File: config.mk
export PLATFORM = sky130hd
export DESIGN_NAME = boot_cfg_seq
export DESIGN_NICKNAME = d
export VERILOG_FILES = /design/src/rtl/boot_cfg_pkg.sv /design/src/rtl/boot_cfg_decode.sv /design/src/rtl/boot_cfg_timer.sv /design/src/rtl/boot_cfg_seq.sv
export SDC_FILE = /design/constraint.sdc
export NUM_CORES = 1
export LEC_CHECK = 0
export CORE_MARGIN = 4
export CORE_UTILIZATION = 64
export CTS_CLUSTER_SIZE = 10
export DETAILED_ROUTE_END_ITERATION = 12
export DONT_BUFFER_PORTS = 1
export PLACE_DENSITY = 0.77
export SETUP_SLACK_MARGIN = 0.5
export SLEW_MARGIN = 10
export SYNTH_ARGS = -nofsm -noshare
export SYNTH_HDL_FRONTEND = slang
export SYNTH_SLANG_ARGS = --single-unit
File: constraint.sdc
create_clock -name clk -period 2.8 [get_ports clk]
set_input_delay 0 -clock clk [delete_from_list [all_inputs] [get_ports clk]]
set_output_delay 0 -clock clk [all_outputs]
set_load 0.01 [all_outputs]
File: src/rtl/boot_cfg_pkg.sv
`timescale 1ns/1ps
package boot_cfg_pkg;
  typedef enum logic [1:0] {
    K_WR  = 2'd0,
    K_END = 2'd1,
    K_DLY = 2'd2,
    K_FRQ = 2'd3
  } rec_kind_e;

  typedef enum logic [2:0] {
    ST_CTRL  = 3'd0,
    ST_DATA  = 3'd1,
    ST_WRITE = 3'd2,
    ST_DELAY = 3'd3,
    ST_MODE  = 3'd4,
    ST_DONE  = 3'd5,
    ST_ERR   = 3'd6
  } seq_state_e;
endpackage

File: src/rtl/boot_cfg_decode.sv
`timescale 1ns/1ps
module boot_cfg_decode
  import boot_cfg_pkg::*;
#(
  parameter int DW = 32,
  parameter int AW = 36
) (
  input  logic [DW-1:0] word,
  output rec_kind_e     kind,
  output logic          illegal,
  output logic [AW-1:0] addr
);
  localparam int PADW = AW - DW;

  logic [2:0] sel;
  logic       resv_clear;
  logic       one_sel;

  assign sel        = word[DW-1:DW-3];
  assign resv_clear = (word[DW-4:1] == '0);
  assign one_sel    = (sel == 3'b100) || (sel == 3'b010) || (sel == 3'b001);
  assign illegal    = word[0] && !(resv_clear && one_sel);
  assign addr       = {{PADW{1'b0}}, word[DW-1:2], 2'b00};

  always_comb begin
    if (!word[0])     kind = K_WR;
    else if (sel[2])  kind = K_END;
    else if (sel[1])  kind = K_DLY;
    else              kind = K_FRQ;
  end
endmodule

File: src/rtl/boot_cfg_timer.sv
`timescale 1ns/1ps
module boot_cfg_timer #(
  parameter int CW = 32,
  parameter int PW = 3
) (
  input  logic          clk,
  input  logic          rst_n,
  input  logic          load,
  input  logic [CW-1:0] count,
  output logic          expire
);
  logic [CW-1:0] cnt_q;
  logic [PW-1:0] pre_q;

  assign expire = (cnt_q == CW'(1)) && (pre_q == '1);

  always_ff @(posedge clk or negedge rst_n) begin
    if (!rst_n) begin
      cnt_q <= '0;
      pre_q <= '0;
    end else if (load) begin
      cnt_q <= count;
      pre_q <= '0;
    end else if (cnt_q != '0) begin
      pre_q <= pre_q + 1'b1;
      if (pre_q == '1) cnt_q <= cnt_q - 1'b1;
    end
  end
endmodule

File: src/rtl/boot_cfg_seq.sv
`timescale 1ns/1ps
module boot_cfg_seq
  import boot_cfg_pkg::*;
#(
  parameter int          DW        = 32,
  parameter int          AW        = 36,
  parameter int          PW        = 3,
  parameter logic [35:0] MODE_ADDR = 36'h0_0000_F000,
  parameter logic [31:0] MODE_MASK = 32'h0000_100F
) (
  input  logic          clk,
  input  logic          rst_n,
  input  logic          rec_valid,
  input  logic [DW-1:0] rec_data,
  output logic          rec_ready,
  output logic          wr_valid,
  output logic [AW-1:0] wr_addr,
  output logic [DW-1:0] wr_data,
  input  logic          wr_ready,
  input  logic [DW-1:0] mode_cur,
  output logic          done,
  output logic          err
);
  seq_state_e    st_q;
  rec_kind_e     kind_q;
  rec_kind_e     dec_kind;
  logic          dec_illegal;
  logic [AW-1:0] dec_addr;
  logic [AW-1:0] addr_q;
  logic [DW-1:0] data_q;
  logic          pend_q;
  logic [DW-1:0] pend_val_q;
  logic          take;
  logic          tmr_load;
  logic          tmr_expire;

  boot_cfg_decode #(.DW(DW), .AW(AW)) u_dec (
    .word    (rec_data),
    .kind    (dec_kind),
    .illegal (dec_illegal),
    .addr    (dec_addr)
  );

  assign rec_ready = (st_q == ST_CTRL) || (st_q == ST_DATA);
  assign take      = rec_valid && rec_ready;
  assign wr_valid  = (st_q == ST_WRITE) || (st_q == ST_MODE);
  assign wr_addr   = addr_q;
  assign wr_data   = data_q;
  assign done      = (st_q == ST_DONE);
  assign err       = (st_q == ST_ERR);
  assign tmr_load  = take && (st_q == ST_DATA) && (kind_q == K_DLY)
                     && (rec_data != '0);

  boot_cfg_timer #(.CW(DW), .PW(PW)) u_tmr (
    .clk    (clk),
    .rst_n  (rst_n),
    .load   (tmr_load),
    .count  (rec_data),
    .expire (tmr_expire)
  );

  always_ff @(posedge clk or negedge rst_n) begin
    if (!rst_n) begin
      st_q       <= ST_CTRL;
      kind_q     <= K_WR;
      addr_q     <= '0;
      data_q     <= '0;
      pend_q     <= 1'b0;
      pend_val_q <= '0;
    end else begin
      case (st_q)
        ST_CTRL: if (take) begin
          kind_q <= dec_kind;
          addr_q <= dec_addr;
          st_q   <= dec_illegal ? ST_ERR : ST_DATA;
        end
        ST_DATA: if (take) begin
          case (kind_q)
            K_WR: begin
              data_q <= rec_data;
              st_q   <= ST_WRITE;
            end
            K_DLY: st_q <= (rec_data == '0) ? ST_CTRL : ST_DELAY;
            K_FRQ: begin
              pend_q     <= 1'b1;
              pend_val_q <= rec_data & MODE_MASK;
              st_q       <= ST_CTRL;
            end
            default: begin
              if (pend_q) begin
                addr_q <= MODE_ADDR;
                data_q <= (mode_cur & ~MODE_MASK) | pend_val_q;
                st_q   <= ST_MODE;
              end else begin
                st_q <= ST_DONE;
              end
            end
          endcase
        end
        ST_WRITE: if (wr_ready)   st_q <= ST_CTRL;
        ST_DELAY: if (tmr_expire) st_q <= ST_CTRL;
        ST_MODE:  if (wr_ready)   st_q <= ST_DONE;
        default:  st_q <= st_q;
      endcase
    end
  end
endmodule

## Word level (Yosys, flattened, before mapping)

Cells that the tools add are included.

- Output and inout port bits: 72
- Bits in registers: 114

- Reduce and logical (&&, ||, !) cells: 31
- Add/sub/neg operators: 2
- Equality and inequality tests: 20
- Bitwise operators: 2
- Mux-type cells: 25

Operator list:

| kind | number |
|---|---|
| 36-bit two-way mux | 4 |
| 32-bit two-way mux | 4 |
| 36-bit case mux with 2 select lines | 1 |
| 32-bit case mux with 2 select lines | 1 |
| 32-bit nonzero test | 2 |
| 32-bit by 1-bit == test with 1-bit output (second input constant) | 1 |
| 32-bit zero test | 1 |
| 32-bit by 13-bit OR with 32-bit output | 1 |
| 32-bit by 1-bit subtractor with 32-bit output (second input constant) | 1 |
| 28-bit zero test | 1 |
| 3-bit two-way mux | 8 |
| 3-bit == test (second input constant) | 5 |
| 3-bit case mux with 5 select lines | 1 |
| 2-bit inequality test (second input constant) | 7 |
| 3-bit by 2-bit == test with 1-bit output (second input constant) | 3 |
| 3-bit case mux with 3 select lines | 1 |
| 2-bit nonzero test | 4 |
| 1-bit logical AND | 7 |
| 3-bit by 1-bit == test with 1-bit output (second input constant) | 2 |
| 2-bit two-way mux | 3 |
| 6-bit AND reduction | 1 |
| 5-bit AND reduction | 1 |
| 5-bit nonzero test | 1 |
| 2-bit == test (second input constant) | 2 |
| 12 further kinds | 17 |

## Depth between registers and ports, before layout

Gate-level depths: netlist of the first run.

- Depth after elaboration: 9
- Gate-level depth with buffers: 9
- Mapped depth without buffers: 8

## Hierarchy

From an unflattened synthesis of the first run, not the netlist that was laid out.

- Cells, all modules: 590
- Area total of the unflattened synthesis: 6080.8 um2

By module, submodules not included:

| module | area each (um2) | cells an instance | times used | sequential area each (um2) |
|---|---|---|---|---|
| boot_cfg_seq | 3533.4 | 290 | 1 | 1976.9 |
| boot_cfg_timer | 2148.3 | 247 | 1 | 875.8 |
| boot_cfg_decode | 399.1 | 53 | 1 | 0.0 |

## Worst setup path after synthesis of the first run

Ideal clock, no wire load.

- Path kind: register -> register
- Start: register u_tmr.cnt_q[18]
- End: register u_tmr.cnt_q[1]
- Path slack: 0.336 ns
- Setup time: 0.125 ns
- Stages on the path, launching flop included: 7
- Arrival: 2.339 ns
- Required time: 2.675 ns
- Period minus slack after synthesis: 2.464 ns
- Cell sequence: dfrtp_1 or4_4 or4_4 nor4_4 a21boi_1 mux2i_1 mux2_2

- Cells in the longest elaborated chain, start to end: 3

Ends and longest elaborated chain:

| item | RTL line | source |
|---|---|---|
| from (decl) | boot_cfg_timer.sv:12 | `logic [CW-1:0] cnt_q;` |
| from (signal assigned) | boot_cfg_timer.sv:22 | `cnt_q <= count;` |
| from (signal assigned) | boot_cfg_timer.sv:26 | `if (pre_q == '1) cnt_q <= cnt_q - 1'b1;` |
| 32-bit nonzero test | boot_cfg_timer.sv:24 | `end else if (cnt_q != '0) begin` |
| 2-bit nonzero test (no source line) | - |  |
| 2-bit AND reduction (no source line) | - |  |

No other way between the ends.
A chain may end at the register's enable or synchronous reset.

## Worst setup path in the final report of the first run

- Start: register u_tmr.cnt_q[29]
- End: register u_tmr.cnt_q[1]

The elaborated chain is that of the path after synthesis.

==> flow_summary.toml, run 1 <==
[logic_synthesis]
ys_async_sr_fraction_pct = 100
yosys_most_used_dff = "dfrtp_1"
post-synth-top-area-fraction_pct = 49.2
yosysWarningCount = 0
synth_area_per_cell_um2 = 9.17
synth_enable_flop_cells = 0
postSynthRegisterBits = 108
synth_top_area_cell = "dfrtp_1"
number_of_unique_standard_cell_types_used_by_synthesis = 50
yosysSeqAreaShare_pct = 49.2
synthCells = 599
synth.cell_area_um2 = 5490
top_post_synthesis_cells_by_area = "dfrtp_1 49%, nand2_1 7.3%, mux2i_1 6.0%, o21ai_0 4.6%, nor2_1 4.0%"

[sta]
hold_violations = 109
relSlewSlack_pct = 66.0
fmax_mhz = 403
whs_ns = -0.697
period_needed_ns = 2.48
setup_viol_count_final = 0
fin_crit_sh_pct = 88.5
worstMarginPinSlew_ns = 0.508
setup_repair_after_global_routing_missed_its_margin = "yes"
finClkSkew_ns = 0.0128
finalSetupTns_ns = 0
timing_max_transition_violations_final = 0

[clock_network]
cts_hold_repair.buffers = 62
clkLatencyLatePin_ns = 0.38
clk_root_buffer_cell = "clkbuf_8"
clkSinkCount = 108
tritoncts_clock_tree = "yes"
cts-root-to-sink-buffers = 2
numCtsBuffers = 9
clock_tree.htree_level_count = 3
clkTransAtPathRegs_ns = 0.11

[outcome]
status = "finished, violations left"
failed_checks = "hold timing"

[die]
core_outline_area_um2 = 8300
core.rowCount = 33
initial_utilization_pct = 66.2
die_w_um = 101
io-pin-count = 140
floorplan.die.height_um = 101
fp.dieArea_um2 = 10100

[global_routing]
pin_count_of_the_biggest_net_entering_global_routing = 109
grt_pass1_wl_mm = 25.2
antenna_found_initial = 0
global_route.usage.total_pct = 31.9
number_of_global_route_vias_before_repair = 4973
global_route.overflow_total = 0

[setup_path]
setup.worst_path.start_class = "register"
cp.required_ns = 3.06
slowest_stage = "or4_4"
crit_buf_inv = 1
path_delay_family = "simple AND/OR/NAND/NOR gates"
type_of_the_worst_setup_path = "register to register"
max_stage_delay_ns = 0.54
cp_max_fo = 4
critical_path.endpoint_type = "register"
worstPathCellList = "or4_4 > or3_4 > nor4_4 > buf_4 > a21boi_4 > mux2i_1 > mux2_4"
critical_path_arrival_ns = 2.74

[detailed_routing]
route.detailed.vias_per_inst = 6.25
detailroute.via_count = 4881
first_pass_iters = 7
detail_route.drc_violations = 0
routed_wire_length_per_instance_um = 20.6
routed_wire_length_mm = 16.1
antenna_left = 0
drt_iter0_drc = 333

[final_layout]
final_common_cell = "dfrtp_1"
mostFrequentLayoutCells = "108 x dfrtp_1, 102 x nand2_1, 62 x dlygate4sd3_1"
antennaDiodeCount = 0
syn2layout_area_growth_pct = 24.8
fillCellCount = 455
final_util_pct = 82.6
final_net_count = 743
fraction_of_layout_instances_using_a_drive_strength_above_1_pct = 15.4

[place]
routabilityCongestion = 0.905
port_buffers = 0
dp_hpwl_mm = 9.18

[pwr]
internal_power_mw = 3.49
power_density_nw_per_um2 = 842
switchingPower_mw = 2.28
max-vdd-ir-drop_v = 0.000714
sequentialPowerShare_pct = 52.5
clock_power_share_pct = 17.9
p_leak_nw = 2.94
relative_contribution_of_combinational_cells_to_total_power_pct = 29.5
p_sw_share_pct = 39.6

[worst_hold_path]
worstHoldPathType = "input pin to async pin"

[flow_run]
number_of_violations_of_the_max_capacitance_limit = 0
==> cells by family (layout without fill, tap and decap cells) <==
family | Yosys count | after routing | share of synthesized area [%]
other cells | 1 | 6 | 0.0683
xor+xnor | 32 | 32 | 5.10
fa+ha+maj | 4 | 4 | 0.911
buf+inv | 46 | 118 | 3.69
flops | 108 | 108 | 49.2
compound gates | 127 | 127 | 13.3
mux | 39 | 39 | 7.24
simple gates | 242 | 242 | 20.5
==> flip-flops by register name, indices dropped and copies added, names as in the netlist <==
register,cells
u_tmr.cnt_q,32
st_q,3
pend_val_q,5
kind_q,2
wr_data,32
wr_addr,30
u_tmr.pre_q,3
pend_q,1
==> metrics by stage <==
| step | hold WS [ns] | std cells | power (mW) | worst slack [ns] | cell area [um2] |
|---|---|---|---|---|---|
| 2_1_floorplan | -0.296 | 604 | 4.02 | 0.474 | 5520 |
| 3_3_place_gp | -0.293 | 679 | 4.33 | 0.266 | 5580 |
| 3_5_place_dp | -0.293 | 679 | 4.41 | 0.212 | 5580 |
| 4_1_cts | -0.699 | 771 | 5.58 | 0.331 | 6640 |
| 5_1_grt | -0.718 | 781 | 6.14 | 0.254 | 6860 |
| 6_report | -0.697 | 781 | 5.77 | 0.322 | 6860 |
==> cells in the mapped netlist (all sizes together) (5+ instances only) <==
master,count
nand2b,5
a21oi,44
or3,8
o21ai,62
nor4,14
inv,6
nand3,15
a211oi,6
buf,8
nand2,107
xor2,15
mux2,6
nor2,59
dfrtp,108
nor3,11
and2,5
xnor2,17
mux2i,33
clkbuf,32
==> area by class of cell <==
class | instances | area (um2) | area share (%)
multi-input combinational | 450 | 2870 | 41.8
sequential | 108 | 2700 | 39.4
timing repair buffer | 96 | 915 | 13.3
clock buffer | 11 | 151 | 2.21
tap | 105 | 131 | 1.92
clock inverter | 5 | 67.6 | 0.985
inverter | 6 | 22.5 | 0.328
==> power by group through the flow <==
stage          combinational [mW]  clock (mW)  sequential (mW)
4_1_cts                      1.56        1.03             2.99
3_5_place_dp                 1.41           0             3.00
5_1_grt                      1.91        1.11             3.12
6_report                     1.70        1.04             3.03
2_1_floorplan                1.22           0             2.80
3_3_place_gp                 1.33           0             3.00
==> final timing paths <==
path	startpoint	endpoint	slack, ns	cells after the start
worst max-delay path	u_tmr.cnt_q[29]	u_tmr.cnt_q[1]	0.32	7
worst min-delay path	rst_n	wr_addr[5]	-0.70	0
worst max register to register	u_tmr.cnt_q[29]	u_tmr.cnt_q[1]	0.32	7
worst min register to register	pend_val_q[2]	pend_val_q[2]	0.53	1
max in group asynchronous	rst_n	st_q[1]	3.29	0
min in group clk	rec_data[0]	st_q[1]	-0.01	3
==> metal layers <==
layer / vias to the layer above / routed length, um / part of all wire, % / global-route usage [%]
met5: - / 0 / 0 / 0
met4: 0 / 393 / 2.4 / 10.8
met3: 37 / 1680 / 10 / 9.27
met2: 278 / 7860 / 49 / 52.0
met1: 2370 / 6160 / 38 / 40.8
li1: 2196 / - / - / -
==> repair_timing <==
action | in CTS | in global routing
endpoints found under the setup margin | 32 | 60
buffers inserted | 14 | 10
gates resized for setup | 27 | 33
pin swaps | 18 | 30
hold endpoints to repair | 210 | 108
No activity file was read; power rests on OpenSTA's default activity.
==> inputs of run 2 (changes only) <==
Settings changed: CORE_UTILIZATION 64 to 57, PLACE_DENSITY 0.77 to 0.72.
Clock period 2.8 ns to 2 ns, I/O delays scaled along.
==> flow_summary.toml, run 2 <==
[logic_synthesis]
yosysSeqAreaShare_pct = 49.2
synth.cell_area_um2 = 5490
synth_top_area_cell = "dfrtp_1"
synth.cells.most_frequent = "108 x dfrtp_1, 107 x nand2_1, 59 x nor2_1"
synth_area_per_cell_um2 = 9.17
synthCells = 599
ys_async_sr_fraction_pct = 100
synth.most_common_cell = "dfrtp_1"
yosys_most_used_dff = "dfrtp_1"
synth_enable_flop_cells = 0
top_post_synthesis_cells_by_area = "dfrtp_1 49%, nand2_1 7.3%, mux2i_1 6.0%, o21ai_0 4.6%, nor2_1 4.0%"
postSynthRegisterBits = 108
number_of_unique_standard_cell_types_used_by_synthesis = 50
post-synth-top-area-fraction_pct = 49.2
yosysWarningCount = 0

[place]
routabilityCongestion = 0.881
port_buffers = 0
place_ws_ns = -0.489
placed_cells_incl_taps = 765
dp_hpwl_mm = 10.8

[die]
io-pin-count = 140
floorplan.die.height_um = 106
die_w_um = 106
core.rowCount = 35
initial_utilization_pct = 58.9

[outcome]
lastStage = "global routing (5_1_grt)"
status = "stopped before the end"
toolErrorMsg = "[ERROR GRT-0232] Routing congestion too high. Check the congestion heatmap in the GUI."

[clock_network]
numCtsBuffers = 9
clkSinkCount = 108
clock_tree.htree_level_count = 3
cts-root-to-sink-buffers = 2
clk_root_buffer_cell = "clkbuf_8"

[global_routing]
global_route.usage.total_pct = 81.3
pin_count_of_the_biggest_net_entering_global_routing = 109
global_route.overflow_total = 265

[sta]
globalroute.repair_timing.worst_endpoint = "u_tmr.cnt_q[27]$_DFFE_PN0P_/D"
worst_endpoint_kind = "register input"
==> run 2: cell counts after synthesis <==
No cell type changed its count.
==> run 2: logic make-up after synthesis <==
| group | synth area share (%) |
|---|---|
| compound gates | 13.3 |
| xor+xnor | 5.10 |
| fa+ha+maj | 0.911 |
| buf+inv | 3.69 |
| flops | 49.2 |
| mux | 7.24 |
| other cells | 0.0683 |
| simple gates | 20.5 |
==> run 2: layer usage <==
layer	GRT overflow	GRT usage (%)
met4	99	84.8
met2	160	98.4
met1	4	79.6
met5	0	26.2
met3	2	65.6
==> run 2: stage by stage <==
stage	utilization (%)	cell area [um2]
after floorplan	-	5640
after global placement	65.8	6140
after detailed placement	65.8	6140
after CTS	90.8	8470
==> run 2: repair_timing <==
| item | 4_1_cts |
|---|---|
| setup buffers | 33 |
| pin swaps | 64 |
| hold buffers | 60 |
| resized for setup | 234 |
| cloned | 18 |
| setup endpoints to repair | 105 |
| hold endpoints to repair | 211 |
==> inputs of run 3 (changes only) <==
Settings changed: CORE_UTILIZATION 57 to 40, CTS_CLUSTER_SIZE 10 to default, PLACE_DENSITY 0.72 to default, PLACE_DENSITY_LB_ADDON from default to 0.15, SETUP_SLACK_MARGIN 0.5 to default.
Clock period 2 ns to 2.6 ns, I/O delays scaled along.
==> flow_summary.toml, run 3 (synthesis gave the netlist of run 1 again) <==
[outcome]
status = "finished, final reports clean"

[setup_path]
crit-reg2reg-capture = "u_tmr.cnt_q[25]"
critical_path_arrival_ns = 2.74
cp_max_fo = 5
type_of_the_worst_setup_path = "register to register"
slowest_stage = "or4_4"
worstPathCellList = "or4_4 > or4_4 > buf_4 > nor4_4 > buf_4 > nand3b_1 > xor2_1 > o21ai_2"
max_stage_delay_ns = 0.57
cp.required_ns = 2.84
reg2reg_depth = 8
crit_buf_inv = 2
critical_path.endpoint_type = "register"
setup.worst_path.start_class = "register"
path_delay_family = "simple AND/OR/NAND/NOR gates"
reg2reg_setup_slack_ns = 0.1
crit-reg2reg-launch = "u_tmr.cnt_q[18]"

[sta]
finClkSkew_ns = 0.00550
worstMarginPinSlew_ns = 0.592
hold_violations = 0
relSlewSlack_pct = 60.6
fmax_mhz = 399
setup_repair_after_global_routing_missed_its_margin = "no"
period_needed_ns = 2.50
timing_max_transition_violations_final = 0
fin_crit_sh_pct = 96.3
setup_viol_count_final = 0

[detailed_routing]
detailroute.via_count = 4536
routed_wire_length_mm = 15.9
antenna_left = 0
highest-signal-layer = "met4"
metal_1_wl_mm = 6.97
first_pass_iters = 5
detail_route.drc_violations = 0
routed_wire_length_per_instance_um = 18.7
dr_wl_met2_mm = 7.26
drt_iter0_drc = 230
met3_length_mm = 1.23
route.detailed.vias_per_inst = 5.34

[final_layout]
fillCellCount = 1247
final_net_count = 741
mostFrequentLayoutCells = "107 x nand2_1, 107 x dfrtp_1, 63 x dlygate4sd3_1"
fraction_of_layout_instances_using_a_drive_strength_above_1_pct = 9.66
register_area_um2 = 2700
multi_input_area_um2 = 2640
antennaDiodeCount = 0
syn2layout_area_growth_pct = 23.2
stdcell_count = 849

[place]
placed_cells_incl_taps = 770
port_buffers = 0
routabilityCongestion = 0.890
dp_hpwl_mm = 10.6

[pwr]
p_leak_nw = 2.86
power_density_nw_per_um2 = 922
max-vdd-ir-drop_v = 0.000577
design_power_total_mw = 6.24

[clock_network]
clkSinkCount = 108
cts-root-to-sink-buffers = 2
numCtsBuffers = 9
clkLatencyLatePin_ns = 0.35
tritoncts_clock_tree = "yes"
clk_root_buffer_cell = "clkbuf_16"
clock_tree.htree_level_count = 3
clkTransAtPathRegs_ns = 0.07
postCtsSetupBuffers = 0

[global_routing]
antenna_found_initial = 0
global_route.usage.total_pct = 20.8
pin_count_of_the_biggest_net_entering_global_routing = 109
global_route.overflow_total = 0
number_of_global_route_vias_before_repair = 4663
grt_pass1_wl_mm = 26.0

[die]
core_outline_area_um2 = 13300
fp.dieArea_um2 = 15700
io-pin-count = 140
die_w_um = 125
floorplan.die.height_um = 125
initial_utilization_pct = 41.2
core.rowCount = 42

[worst_hold_path]
worstHoldPathType = "input pin to register"
hold_sp = "rec_data[0]"
min_path_cells = 3
hold_end = "st_q[1]"

[flow_run]
number_of_violations_of_the_max_capacitance_limit = 0
[run 3: worst max path at each step]
| stage | start | end | slack, ns | cells after the start |
|---|---|---|---|---|
| 5_1_grt | u_tmr.cnt_q[18] | u_tmr.cnt_q[17] | 0.0002 | 7 |
| 6_report | u_tmr.cnt_q[18] | u_tmr.cnt_q[25] | 0.1 | 8 |
| 2_1_floorplan | u_tmr.cnt_q[18] | u_tmr.cnt_q[1] | 0.14 | 6 |
| 4_1_cts | u_tmr.cnt_q[18] | u_tmr.cnt_q[25] | 0.02 | 8 |
| 3_5_place_dp | u_tmr.cnt_q[18] | u_tmr.cnt_q[26] | -0.009 | 7 |
| 3_3_place_gp | u_tmr.cnt_q[18] | u_tmr.cnt_q[26] | 0.008 | 7 |
[run 3: what timing repair did]
action	CTS	global route
pin swaps	1	3
endpoints found under the setup margin	1	12
hold buffers	64	0
gates cloned	0	0
hold endpoints to repair	209	0
resized for setup	0	3
[run 3: worst register-to-register path, cell delays in order (launching register included)]
cell and delay (ns):
dfrtp_1 0.39, or4_4 0.57, or4_4 0.48, buf_4 0.18, nor4_4 0.25, buf_4 0.18, nand3b_1 0.10, xor2_1 0.19
o21ai_2 0.07
[run 3: per-stage QoR]
step / setup TNS, ns / worst slack (ns) / util, % / cell area, um2 / hold WS, ns
2_1_floorplan: 0 / 0.136 / - / 5510 / -0.296
3_3_place_gp: 0 / 0.00777 / 43.7 / 5830 / -0.292
3_5_place_dp: -0.00856 / -0.00856 / 43.7 / 5830 / -0.293
4_1_cts: 0 / 0.0153 / 50.6 / 6760 / 0.00343
5_1_grt: 0 / 0.000165 / 50.7 / 6770 / 0.0151
6_report: 0 / 0.0954 / 50.7 / 6770 / 0.0209
[run 3: layout make-up]
type	instances	area share, %
inverter	6	0.333
sequential	108	39.9
timing repair buffer	94	13.4
tap	176	3.25
clock buffer	14	3.90
clock inverter	1	0.111
multi-input combinational	450	39.1
[run 3: layer usage]
metal,vias up,track usage (%)
li1,2195,-
met1,2169,27.4
met2,144,31.7
met3,28,6.95
met4,0,8.61
met5,-,0
[run 3: where the power goes]
group / internal, mW / switching, mW
Combinational: 0.828 / 0.916
Sequential: 2.38 / 0.834
Clock: 0.699 / 0.589
Total: 3.90 / 2.34
==> inputs of run 4 (changes only) <==
Settings changed: CORE_ASPECT_RATIO from default to 0.6, SKIP_CTS_REPAIR_TIMING from default to 1.
==> flow_summary.toml, run 4 (synthesis gave the netlist of run 1 again) <==
[detailed_routing]
detail_route.drc_violations = 0
drt_iter0_drc = 440
detailroute.via_count = 4585
routed_wire_length_per_instance_um = 20.5
routed_wire_length_mm = 17.2
antenna_left = 0
route.detailed.vias_per_inst = 5.46
first_pass_iters = 5

[sta]
relSlewSlack_pct = 60.7
finClkSkew_ns = 0.0176
setup_repair_after_global_routing_missed_its_margin = "no"
worstMarginPinSlew_ns = 0.588
setup_viol_count_final = 0
whs_ns = 0.0369
setup_slack_ns = 0.111
fmax_mhz = 402
fin_crit_sh_pct = 95.7
timing_max_transition_violations_final = 0
period_needed_ns = 2.49
finalSetupTns_ns = 0
hold_violations = 0

[clock_network]
clkSinkCount = 108
numCtsBuffers = 9
clkTransAtPathRegs_ns = 0.09
cts-root-to-sink-buffers = 2
clock_tree.htree_level_count = 3
clkLatencyLatePin_ns = 0.36
clk_root_buffer_cell = "clkbuf_16"
tritoncts_clock_tree = "yes"

[outcome]
status = "finished, final reports clean"

[setup_path]
slowest_stage = "or4_4"
critical_path.endpoint_type = "register"
max_stage_delay_ns = 0.56
worst_setup_path_endpoint = "u_tmr.cnt_q[26]"
critical_path_arrival_ns = 2.77
worstPathCellList = "or4_4 > or4_4 > nor4_4 > nand2_1 > or3_1 > nand3_1"
type_of_the_worst_setup_path = "register to register"
cp_max_fo = 5
critPathMostFrequentCell = "or4_4"
reg2reg_setup_slack_ns = 0.11
timing.critical_path.from = "u_tmr.cnt_q[18]"
cp.required_ns = 2.88
crit-reg2reg-capture = "u_tmr.cnt_q[26]"
reg2reg_depth = 6
crit-reg2reg-launch = "u_tmr.cnt_q[18]"
setup.worst_path.start_class = "register"

[global_routing]
number_of_global_route_vias_before_repair = 4137
antenna_found_initial = 0
pin_count_of_the_biggest_net_entering_global_routing = 109
global_route.overflow_total = 0
global_route.usage.total_pct = 19.6
grt_pass1_wl_mm = 24.3

[die]
die_w_um = 159
core.rowCount = 32
io-pin-count = 140
initial_utilization_pct = 41.8
fp.dieArea_um2 = 15700
core_outline_area_um2 = 13100
floorplan.die.height_um = 98.8

[place]
place_ws_ns = -0.00807
routabilityCongestion = 0.858
placed_cells_incl_taps = 758
dp_hpwl_mm = 11.2
port_buffers = 0
dp_area_um2 = 5790

[flow_run]
number_of_violations_of_the_max_capacitance_limit = 0

[final_layout]
mostFrequentLayoutCells = "108 x dfrtp_1, 107 x nand2_1, 63 x dlygate4sd3_1"
stdcell_count = 839
final_common_cell = "dfrtp_1"
final_net_count = 736
final_cell_area_excluding_filler_cells_um2 = 6770
syn2layout_area_growth_pct = 23.3
final_util_pct = 51.6
antennaDiodeCount = 0
fraction_of_layout_instances_using_a_drive_strength_above_1_pct = 9.72

[worst_hold_path]
worstHoldPathType = "input pin to register"

[pwr]
p_leak_nw = 2.85
power_density_nw_per_um2 = 942
max-vdd-ir-drop_v = 0.000525
design_power_total_mw = 6.38
==> run 4: cell types whose count changed in the layout (fill, tap and decap cells not counted), sizes merged <==
cell	previous run	this run
buf	31	26
clkbuf	14	9
clkinv	0	4
inv	6	8
==> run 4: power breakdown <==
part / total [mW] / switching (mW) / internal, mW
Combinational: 1.74 / 0.910 / 0.831
Clock: 1.40 / 0.715 / 0.685
Sequential: 3.24 / 0.866 / 2.37
==> run 4: how the worst min path moves through the flow <==
stage	startpoint	end	cells after the start
after floorplan	rst_n	kind_q[0]	0
after global placement	rst_n	u_tmr.cnt_q[6]	0
after detailed placement	rst_n	u_tmr.cnt_q[6]	0
after CTS	rst_n	wr_addr[16]	0
after global routing	rec_valid	pend_q	2
final	wr_ready	st_q[1]	4
==> run 4: critical path, delay by kind of cell, from the launching register on <==
family / cells / cell delay, ns
DFF: 1 / 0.40
and+or+nand+nor: 6 / 2.02
==> run 4: final cells by class <==
class	count	area, um2
clock buffer	9	225
timing repair buffer	89	887
multi-input combinational	450	2640
clock inverter	7	80.1
tap	170	213
inverter	6	22.5
fill	1181	6360
sequential	108	2700
==> run 4: layer usage <==
| metal | routed length [um] | track usage, % | up-vias |
|---|---|---|---|
| met3 | 1470 | 6.81 | 12 |
| met1 | 8690 | 29.5 | 2213 |
| li1 | - | - | 2199 |
| met5 | 0 | 0 | - |
| met4 | 99 | 3.27 | 0 |
| met2 | 6970 | 27.4 | 161 |
